<file path="src/rtl/rx_sync_pkg.sv">
package rx_sync_pkg;

   // register select field, low three address bits
   localparam int SEL_W = 3;
   typedef enum logic [SEL_W-1:0] {
      SEL_START_HOLD = 3'd0,
      SEL_HOP_HOLD   = 3'd1,
      SEL_SHADOW     = 3'd2,
      SEL_PINCFG     = 3'd3,
      SEL_SLEEP      = 3'd4,
      SEL_CMD        = 3'd5
   } reg_sel_e;

   // command word bit positions
   localparam int CMD_START_BIT = 8;
   localparam int CMD_HOP_BIT   = 9;
   localparam int CMD_SYNC_BIT  = 10;

   // number of external sync pins and the width of a pin index
   localparam int NUM_PINS = 4;
   localparam int PIN_W    = 2;

   // per-channel pin configuration: [3] hop_en, [2] start_en, [1:0] pin
   typedef struct packed {
      logic             hop_en;
      logic             start_en;
      logic [PIN_W-1:0] pin;
   } pin_cfg_t;

   localparam int CFG_W = $bits(pin_cfg_t);

endpackage

</file>
<file path="src/rtl/rx_sync_delay.sv">
// Fixed-latency shift pipeline; DEPTH = 0 is a wire.
module rx_sync_delay #(
   parameter int W     = 1,
   parameter int DEPTH = 1
) (
   input  logic         clk,
   input  logic         rst_n,
   input  logic [W-1:0] d_in,
   output logic [W-1:0] d_out
);

   if (W < 1)     $error("rx_sync_delay: W must be at least 1");
   if (DEPTH < 0) $error("rx_sync_delay: DEPTH must not be negative");

   if (DEPTH == 0) begin : g_wire
      assign d_out = d_in;
   end else begin : g_pipe
      logic [W-1:0] stage_q [DEPTH];

      always_ff @(posedge clk or negedge rst_n) begin
         if (!rst_n) begin
            for (int i = 0; i < DEPTH; i++) stage_q[i] <= '0;
         end else begin
            stage_q[0] <= d_in;
            for (int i = 1; i < DEPTH; i++) stage_q[i] <= stage_q[i-1];
         end
      end

      assign d_out = stage_q[DEPTH-1];
   end

endmodule

</file>
<file path="src/rtl/rx_sync_pin_edge.sv">
// Two-flop synchronizer, rising-edge detect, then PIN_LAT-2 alignment stages.
module rx_sync_pin_edge #(
   parameter int PIN_LAT = 3
) (
   input  logic clk,
   input  logic rst_n,
   input  logic pin_async,
   output logic rise
);

   localparam int ALIGN_DEPTH = PIN_LAT - 2;

   if (PIN_LAT < 3) $error("rx_sync_pin_edge: PIN_LAT must be at least 3");

   logic meta_q, sync_q, prev_q;
   logic rise_raw;

   always_ff @(posedge clk or negedge rst_n) begin
      if (!rst_n) begin
         meta_q <= 1'b0;
         sync_q <= 1'b0;
         prev_q <= 1'b0;
      end else begin
         meta_q <= pin_async;
         sync_q <= meta_q;
         prev_q <= sync_q;
      end
   end

   assign rise_raw = sync_q & ~prev_q;

   rx_sync_delay #(.W(1), .DEPTH(ALIGN_DEPTH)) u_align (
      .clk   (clk),
      .rst_n (rst_n),
      .d_in  (rise_raw),
      .d_out (rise)
   );

   AST_RISE_SINGLE: assert property (@(posedge clk) disable iff (!rst_n)
      rise_raw |=> !rise_raw) else $error("pin edge longer than one cycle");

endmodule

</file>
<file path="src/rtl/rx_sync_holdoff.sv">
// Programmable countdown: arm loads the value; release pulses when the count is 1 (0 acts as 1).
module rx_sync_holdoff #(
   parameter int HOLD_W = 16
) (
   input  logic              clk,
   input  logic              rst_n,
   input  logic              arm,
   input  logic [HOLD_W-1:0] load_val,
   output logic              fire
);

   if (HOLD_W < 2) $error("rx_sync_holdoff: HOLD_W must be at least 2");

   localparam logic [HOLD_W-1:0] ONE = HOLD_W'(1);

   logic              running_q;
   logic [HOLD_W-1:0] cnt_q;
   logic              last;

   assign last = (cnt_q <= ONE);
   assign fire = running_q & last;

   always_ff @(posedge clk or negedge rst_n) begin
      if (!rst_n) begin
         running_q <= 1'b0;
         cnt_q     <= '0;
      end else if (running_q) begin
         if (last) running_q <= 1'b0;
         else      cnt_q     <= cnt_q - ONE;
      end else if (arm) begin
         running_q <= 1'b1;
         cnt_q     <= load_val;
      end
   end

   AST_REARM_IGNORED: assert property (@(posedge clk) disable iff (!rst_n)
      (running_q && !last && arm) |=> (running_q && cnt_q == $past(cnt_q) - ONE))
      else $error("sync event disturbed a running countdown");

   AST_FIRE_ONCE: assert property (@(posedge clk) disable iff (!rst_n)
      fire |=> !fire) else $error("release pulse longer than one cycle");

endmodule

</file>
<file path="src/rtl/rx_sync_regs.sv">
// Write-only register file and command decode.
module rx_sync_regs
   import rx_sync_pkg::*;
#(
   parameter int NUM_CH = 4,
   parameter int HOLD_W = 16,
   parameter int FREQ_W = 32,
   parameter int DATA_W = 32
) (
   input  logic                           clk,
   input  logic                           rst_n,
   input  logic                           wr_en,
   input  logic [$clog2(NUM_CH)+SEL_W-1:0] wr_addr,
   input  logic [DATA_W-1:0]              wr_data,
   output logic [NUM_CH-1:0][HOLD_W-1:0]  start_hold,
   output logic [NUM_CH-1:0][HOLD_W-1:0]  hop_hold,
   output logic [NUM_CH-1:0][FREQ_W-1:0]  shadow,
   output pin_cfg_t [NUM_CH-1:0]          pin_cfg,
   output logic                           sleep_wr,
   output logic [NUM_CH-1:0]              sleep_val,
   output logic [NUM_CH-1:0]              soft_start,
   output logic [NUM_CH-1:0]              soft_hop
);

   localparam int CH_W = $clog2(NUM_CH);

   logic [SEL_W-1:0] sel;
   logic [CH_W-1:0]  ch;
   logic             cmd_hit;

   assign sel = wr_addr[SEL_W-1:0];
   assign ch  = wr_addr[CH_W+SEL_W-1:SEL_W];

   for (genvar c = 0; c < NUM_CH; c++) begin : g_ch
      logic hit;
      assign hit = wr_en && (ch == CH_W'(c));

      always_ff @(posedge clk or negedge rst_n) begin
         if (!rst_n) begin
            start_hold[c] <= HOLD_W'(1);
            hop_hold[c]   <= HOLD_W'(1);
            shadow[c]     <= '0;
            pin_cfg[c]    <= '0;
         end else if (hit) begin
            case (sel)
               SEL_START_HOLD: start_hold[c] <= wr_data[HOLD_W-1:0];
               SEL_HOP_HOLD:   hop_hold[c]   <= wr_data[HOLD_W-1:0];
               SEL_SHADOW:     shadow[c]     <= wr_data[FREQ_W-1:0];
               SEL_PINCFG:     pin_cfg[c]    <= pin_cfg_t'(wr_data[CFG_W-1:0]);
               default: ;
            endcase
         end
      end
   end

   assign sleep_wr  = wr_en && (sel == SEL_SLEEP);
   assign sleep_val = wr_data[NUM_CH-1:0];

   assign cmd_hit    = wr_en && (sel == SEL_CMD) && wr_data[CMD_SYNC_BIT];
   assign soft_start = (cmd_hit && wr_data[CMD_START_BIT]) ? wr_data[NUM_CH-1:0] : '0;
   assign soft_hop   = (cmd_hit && wr_data[CMD_HOP_BIT])   ? wr_data[NUM_CH-1:0] : '0;

endmodule

</file>
<file path="src/rtl/rx_sync_start.sv">
module rx_sync_start
   import rx_sync_pkg::*;
#(
   parameter int NUM_CH   = 4,
   parameter int HOLD_W   = 16,
   parameter int FREQ_W   = 32,
   parameter int DATA_W   = 32,
   parameter int SOFT_LAT = 6,
   parameter int PIN_LAT  = 3
) (
   input  logic                             clk,
   input  logic                             rst_n,
   input  logic                             wr_en,
   input  logic [$clog2(NUM_CH)+SEL_W-1:0]  wr_addr,
   input  logic [DATA_W-1:0]                wr_data,
   input  logic [NUM_PINS-1:0]              sync_pin,
   output logic [NUM_CH-1:0]                ch_sleep,
   output logic [NUM_CH*FREQ_W-1:0]         ch_freq
);

   if (NUM_CH < 2 || NUM_CH > CMD_START_BIT)
      $error("rx_sync_start: NUM_CH must lie in 2..8");
   if (DATA_W < FREQ_W || DATA_W < HOLD_W || DATA_W <= CMD_SYNC_BIT)
      $error("rx_sync_start: DATA_W too narrow");
   if (SOFT_LAT < 1) $error("rx_sync_start: SOFT_LAT must be at least 1");
   if (PIN_LAT < 3)  $error("rx_sync_start: PIN_LAT must be at least 3");

   logic [NUM_CH-1:0][HOLD_W-1:0] start_hold, hop_hold;
   logic [NUM_CH-1:0][FREQ_W-1:0] shadow;
   pin_cfg_t [NUM_CH-1:0]         pin_cfg;
   logic                          sleep_wr;
   logic [NUM_CH-1:0]             sleep_val;
   logic [NUM_CH-1:0]             soft_start, soft_hop;
   logic [NUM_CH-1:0]             start_d, hop_d;
   logic [NUM_PINS-1:0]           pin_rise;
   logic [NUM_CH-1:0]             start_fire, hop_fire;
   logic [NUM_CH-1:0]             sleep_q;
   logic [NUM_CH-1:0][FREQ_W-1:0] freq_q;

   rx_sync_regs #(
      .NUM_CH (NUM_CH), .HOLD_W (HOLD_W), .FREQ_W (FREQ_W), .DATA_W (DATA_W)
   ) u_regs (
      .clk        (clk),
      .rst_n      (rst_n),
      .wr_en      (wr_en),
      .wr_addr    (wr_addr),
      .wr_data    (wr_data),
      .start_hold (start_hold),
      .hop_hold   (hop_hold),
      .shadow     (shadow),
      .pin_cfg    (pin_cfg),
      .sleep_wr   (sleep_wr),
      .sleep_val  (sleep_val),
      .soft_start (soft_start),
      .soft_hop   (soft_hop)
   );

   // software-sync alignment pipeline
   rx_sync_delay #(.W(2*NUM_CH), .DEPTH(SOFT_LAT)) u_soft_dly (
      .clk   (clk),
      .rst_n (rst_n),
      .d_in  ({soft_hop, soft_start}),
      .d_out ({hop_d, start_d})
   );

   for (genvar p = 0; p < NUM_PINS; p++) begin : g_pin
      rx_sync_pin_edge #(.PIN_LAT(PIN_LAT)) u_edge (
         .clk       (clk),
         .rst_n     (rst_n),
         .pin_async (sync_pin[p]),
         .rise      (pin_rise[p])
      );
   end

   for (genvar c = 0; c < NUM_CH; c++) begin : g_ch
      logic sel_rise, start_arm, hop_arm;

      assign sel_rise  = pin_rise[pin_cfg[c].pin];
      assign start_arm = start_d[c] | (pin_cfg[c].start_en & sel_rise);
      assign hop_arm   = hop_d[c]   | (pin_cfg[c].hop_en   & sel_rise);

      rx_sync_holdoff #(.HOLD_W(HOLD_W)) u_start_cnt (
         .clk      (clk),
         .rst_n    (rst_n),
         .arm      (start_arm),
         .load_val (start_hold[c]),
         .fire     (start_fire[c])
      );

      rx_sync_holdoff #(.HOLD_W(HOLD_W)) u_hop_cnt (
         .clk      (clk),
         .rst_n    (rst_n),
         .arm      (hop_arm),
         .load_val (hop_hold[c]),
         .fire     (hop_fire[c])
      );

      always_ff @(posedge clk or negedge rst_n) begin
         if (!rst_n)             sleep_q[c] <= 1'b1;
         else if (sleep_wr)      sleep_q[c] <= sleep_val[c];
         else if (start_fire[c]) sleep_q[c] <= 1'b0;
      end

      always_ff @(posedge clk or negedge rst_n) begin
         if (!rst_n)           freq_q[c] <= '0;
         else if (hop_fire[c]) freq_q[c] <= shadow[c];
      end

      assign ch_freq[c*FREQ_W +: FREQ_W] = freq_q[c];

      AST_FREQ_ONLY_AT_TC: assert property (@(posedge clk) disable iff (!rst_n)
         !$stable(freq_q[c]) |-> $past(hop_fire[c]))
         else $error("active frequency changed without hop expiry");

      AST_WAKE_CAUSE: assert property (@(posedge clk) disable iff (!rst_n)
         $fell(sleep_q[c]) |-> ($past(start_fire[c]) || $past(sleep_wr && !sleep_val[c])))
         else $error("channel woke without cause");

      AST_SLEEP_CAUSE: assert property (@(posedge clk) disable iff (!rst_n)
         $rose(sleep_q[c]) |-> $past(sleep_wr && sleep_val[c]))
         else $error("channel slept without a sleep write");
   end

   assign ch_sleep = sleep_q;

endmodule

</file>
<file path="config.mk">
export PLATFORM = sky130hd
export DESIGN_NAME = rx_sync_start
export DESIGN_NICKNAME = d
export VERILOG_FILES = /design/src/rtl/rx_sync_pkg.sv /design/src/rtl/rx_sync_delay.sv /design/src/rtl/rx_sync_pin_edge.sv /design/src/rtl/rx_sync_holdoff.sv /design/src/rtl/rx_sync_regs.sv /design/src/rtl/rx_sync_start.sv
export SDC_FILE = /design/constraint.sdc
export NUM_CORES = 1
export LEC_CHECK = 0
export BUFFER_PORTS_ARGS = -buffer_cell sky130_fd_sc_hd__buf_2
export CAP_MARGIN = 20
export CORE_MARGIN = 2
export CORE_UTILIZATION = 50
export CTS_CLUSTER_DIAMETER = 40
export DETAILED_ROUTE_END_ITERATION = 7
export GPL_ROUTABILITY_DRIVEN = 0
export PLACE_DENSITY = 0.65
export SYNTH_ARGS = -nofsm -noshare
export SYNTH_HDL_FRONTEND = slang
export SYNTH_SLANG_ARGS = --single-unit
</file>
<file path="constraint.sdc">
create_clock -name clk -period 3 [get_ports clk]
set_input_delay 0 -clock clk [delete_from_list [all_inputs] [get_ports clk]]
set_output_delay 0 -clock clk [all_outputs]
set_load 0.02 [all_outputs]
</file>
==> flow_summary.yaml <==
detailed_routing:
  vias_per_cell: 5.64
  num_vias: 16900
  wl_per_cell_um: 20.7
  drc: 0
  detail-route-antenna-nets: 0
  drt_iter0_drc: 1153
  wl_um: 62200
  first_pass_iters: 5
grt:
  antenna_found_initial: 1
  grt_overflow: 0
  grt_pass1_wl_um: 100000
  grt_pass1_vias: 17500
  track_usage_pct: 24.4
  grt_max_degree: 139
clock_network:
  cts_root_buf: "clkbuf_16"
  clk_latency_ns: 0.62
  cts_buffers: 87
  cts_max_path_buffers: 3
  cts_sinks: 604
  cts.clk_slew.worst_paths_ns: 0.06
  cts.htree.levels: 3
  cts_tree: "done"
floorplan:
  die_area_mm2: 0.0524
  start_util_pct: 50.5
  placement_rows: 82
  die_w_um: 229
  die_y_um: 229
  core-area_mm2: 0.0501
  pin_count: 176
timing:
  timing.final.ws_setup_ns: 0.369
  relSlewSlack_pct: 15.2
  hold_viol_final: 0
  slew_viol_final: 0
  fmax_mhz: 380
  finalSetupViolCount: 0
  worst_slew_pin_slew_ns: 1.27
  rsz0062_at_grt: "no"
  finalSetupTns_ns: 0
  whs_ns: 0.0284
  fin_crit_ns: 2.63
  skew_ns: 0.0233
  period_share_pct: 87.7
critical_path:
  r2r_cells: 7
  reg2reg_to: "g_ch[3].u_hop_cnt.cnt_q[0]$_DFFE_PN0P_"
  endpoint_kind: "flip-flop"
  cp.required_ns: 3.50
  ff2ff_setup_slack_ns: 0.37
  start_kind: "flip-flop"
  cp_max_fo: 16
  startpoint: "g_ch[3].u_hop_cnt.cnt_q[0]$_DFFE_PN0P_"
  r2r_start: "g_ch[3].u_hop_cnt.cnt_q[0]$_DFFE_PN0P_"
  worstSetupEndpoint: "g_ch[3].u_hop_cnt.cnt_q[0]$_DFFE_PN0P_"
  arrival_ns: 3.13
  path_class: "reg2reg"
pwr:
  power.density_mw_per_mm2: 885
  total_power_mw: 27.0
  vdd_drop_max_mv: 0.540
  p_leak_nw: 14.4
place:
  detailed_place.area_mm2: 0.0271
  dp_hpwl_um: 39100
  dp.cells: 2808
  place_ws_ns: 0.395
  io_buffer_count: 175
flow_run:
  drv_cap: 0
yosys:
  ys_ff_latch: 604
  ys.flop_type: "dfrtp_1"
  ys_top_cells_by_area: "dfrtp_1 59%, mux2_2 16%, nand2_1 2.3%, o21ai_0 1.9%, a21oi_1 1.7%"
  synth_top_cell_by_area: "dfrtp_1"
  synth_most_common_cell: "dfrtp_1"
  syn_inst: 2016
  synth_area_mm2: 0.0253
  syn_area_per_cell_um2: 12.5
  ys_seq_area_share_pct: 59.8
  synth.distinct_cells: 71
  synth_top_area_share_pct: 58.6
  yosys-top-cells-count: "592 x dfrtp_1, 357 x mux2_2, 155 x nand2_1"
  synth-warning-count: 0
  mappedNetlistNets: 2076
  synth_edf_count: 0
  async_flop_share_pct: 100
finish:
  drive_gt1_share_pct: 34.2
  final_nets: 2320
  instances_no_fill: 3005
  post-route-util_pct: 61.0
  syn_to_final_growth_pct: 20.7
  final_cell_area_mm2: 0.0305
  diodes: 0
outcome:
  status: "finished clean"
min_path:
  hold_depth: 2
  hold_path.class: "in2reg"
## timing repair
item | CTS | global route
setup buffers | 0 | 0
hold buffers | 35 | 0
resized for setup | 0 | 0
endpoints found under the hold margin | 705 | 0
## worst max-delay path, stage by stage, from the launching register on
cell	delay, ns
dfrtp_1	0.44
inv_1	0.07
ha_1	0.28
nor2_1	0.17
nor4b_2	0.08
a22oi_1	0.98
o21ai_0	0.25
a22o_1	0.25
## registers in the layout, summed over array words and instances, names as in the netlist
name                        count
u_soft_dly.d_out                8
u_regs.pin_cfg                 16
g_ch.u_start_cnt.cnt_q         64
u_regs.start_hold              64
ch_freq                       128
u_soft_dly.g_pipe.stage_q      40
g_ch.u_hop_cnt.running_q        4
g_ch.u_start_cnt.running_q      4
u_regs.hop_hold                64
u_regs.shadow                 128
g_ch.u_hop_cnt.cnt_q           64
g_pin.u_edge.prev_q             4
g_pin.u_edge.sync_q             4
g_pin.u_edge.meta_q             4
g_pin.u_edge.u_align.d_out      4
ch_sleep                        4
## where the power goes
part / switching [mW] / internal (mW) / total [mW]
registers: 1.49 / 9.84 / 11.3
logic: 2.73 / 2.45 / 5.19
clock network: 4.03 / 6.48 / 10.5
## worst min path at each step
stage / start / endpoint / slack (ns)
2_1_floorplan: rst_n / ch_freq[0]$_DFFE_PN0P_ / -0.30
3_3_place_gp: rst_n / u_regs.start_hold[20]$_DFFE_PN0P_ / -0.07
3_5_place_dp: rst_n / u_regs.start_hold[20]$_DFFE_PN0P_ / -0.07
4_1_cts: sync_pin[2] / g_pin[2].u_edge.meta_q$_DFF_PN0_ / 0.00003
5_1_grt: wr_data[13] / u_regs.hop_hold[45]$_DFFE_PN0P_ / 0.009
6_report: wr_data[13] / u_regs.hop_hold[45]$_DFFE_PN0P_ / 0.03
## layer usage
metal  global-route usage (%)  share of wire [%]  vias to the layer above
li1                         -                  -                     7764
met5                        0                  0                        -
met4                     7.10                2.3                        0
met3                     7.26                6.5                      104
met1                     32.6                 44                     8660
met2                     38.7                 47                      412
## layout by cell type (no fill, tap or decap), types with 10 or more instances in the layout
cell | Yosys | final
a211oi_1 | 43 | 43
a21oi_1 | 84 | 83
a2bb2oi_1 | 10 | 10
buf_2 | 20 | 174
buf_4 | 0 | 44
clkbuf_16 | 0 | 88
clkinv_2 | 0 | 12
clkinv_4 | 0 | 11
dfrtp_1 | 592 | 592
dfstp_2 | 12 | 12
dlygate4sd3_1 | 0 | 34
ha_1 | 16 | 16
inv_1 | 43 | 43
inv_6 | 0 | 11
mux2_2 | 357 | 357
mux2i_1 | 21 | 21
nand2_1 | 155 | 152
nand2b_1 | 11 | 11
nand3_1 | 38 | 38
nand4_1 | 14 | 14
nor2_1 | 85 | 83
nor2b_1 | 29 | 29
nor3_1 | 35 | 35
nor3b_1 | 11 | 11
nor4_1 | 23 | 23
o21ai_0 | 94 | 94
o22ai_1 | 26 | 26
or3_1 | 10 | 10
xnor2_1 | 26 | 26
xor2_1 | 28 | 28
## cell families after synthesis
family / synth area share (%)
AO/OA/AOI/OAI: 8.69
XOR/XNOR: 1.87
adder cells (fa/ha/maj): 0.792
buffers and inverters: 2.39
flip-flops: 59.8
multiplexers: 17.3
AND/OR/NAND/NOR: 9.16
## layout make-up
cell class                      count  area [µm²]
Fill cell                        3978       19500
Timing Repair Buffer              261        1720
Multi-Input combinational cell   1258        9600
Clock buffer                       99        2310
Inverter                           48         180
Tap cell                          672         841
Sequential cell                   604       15100
Clock inverter                     63         746
Power figures use the tool's default switching activity.
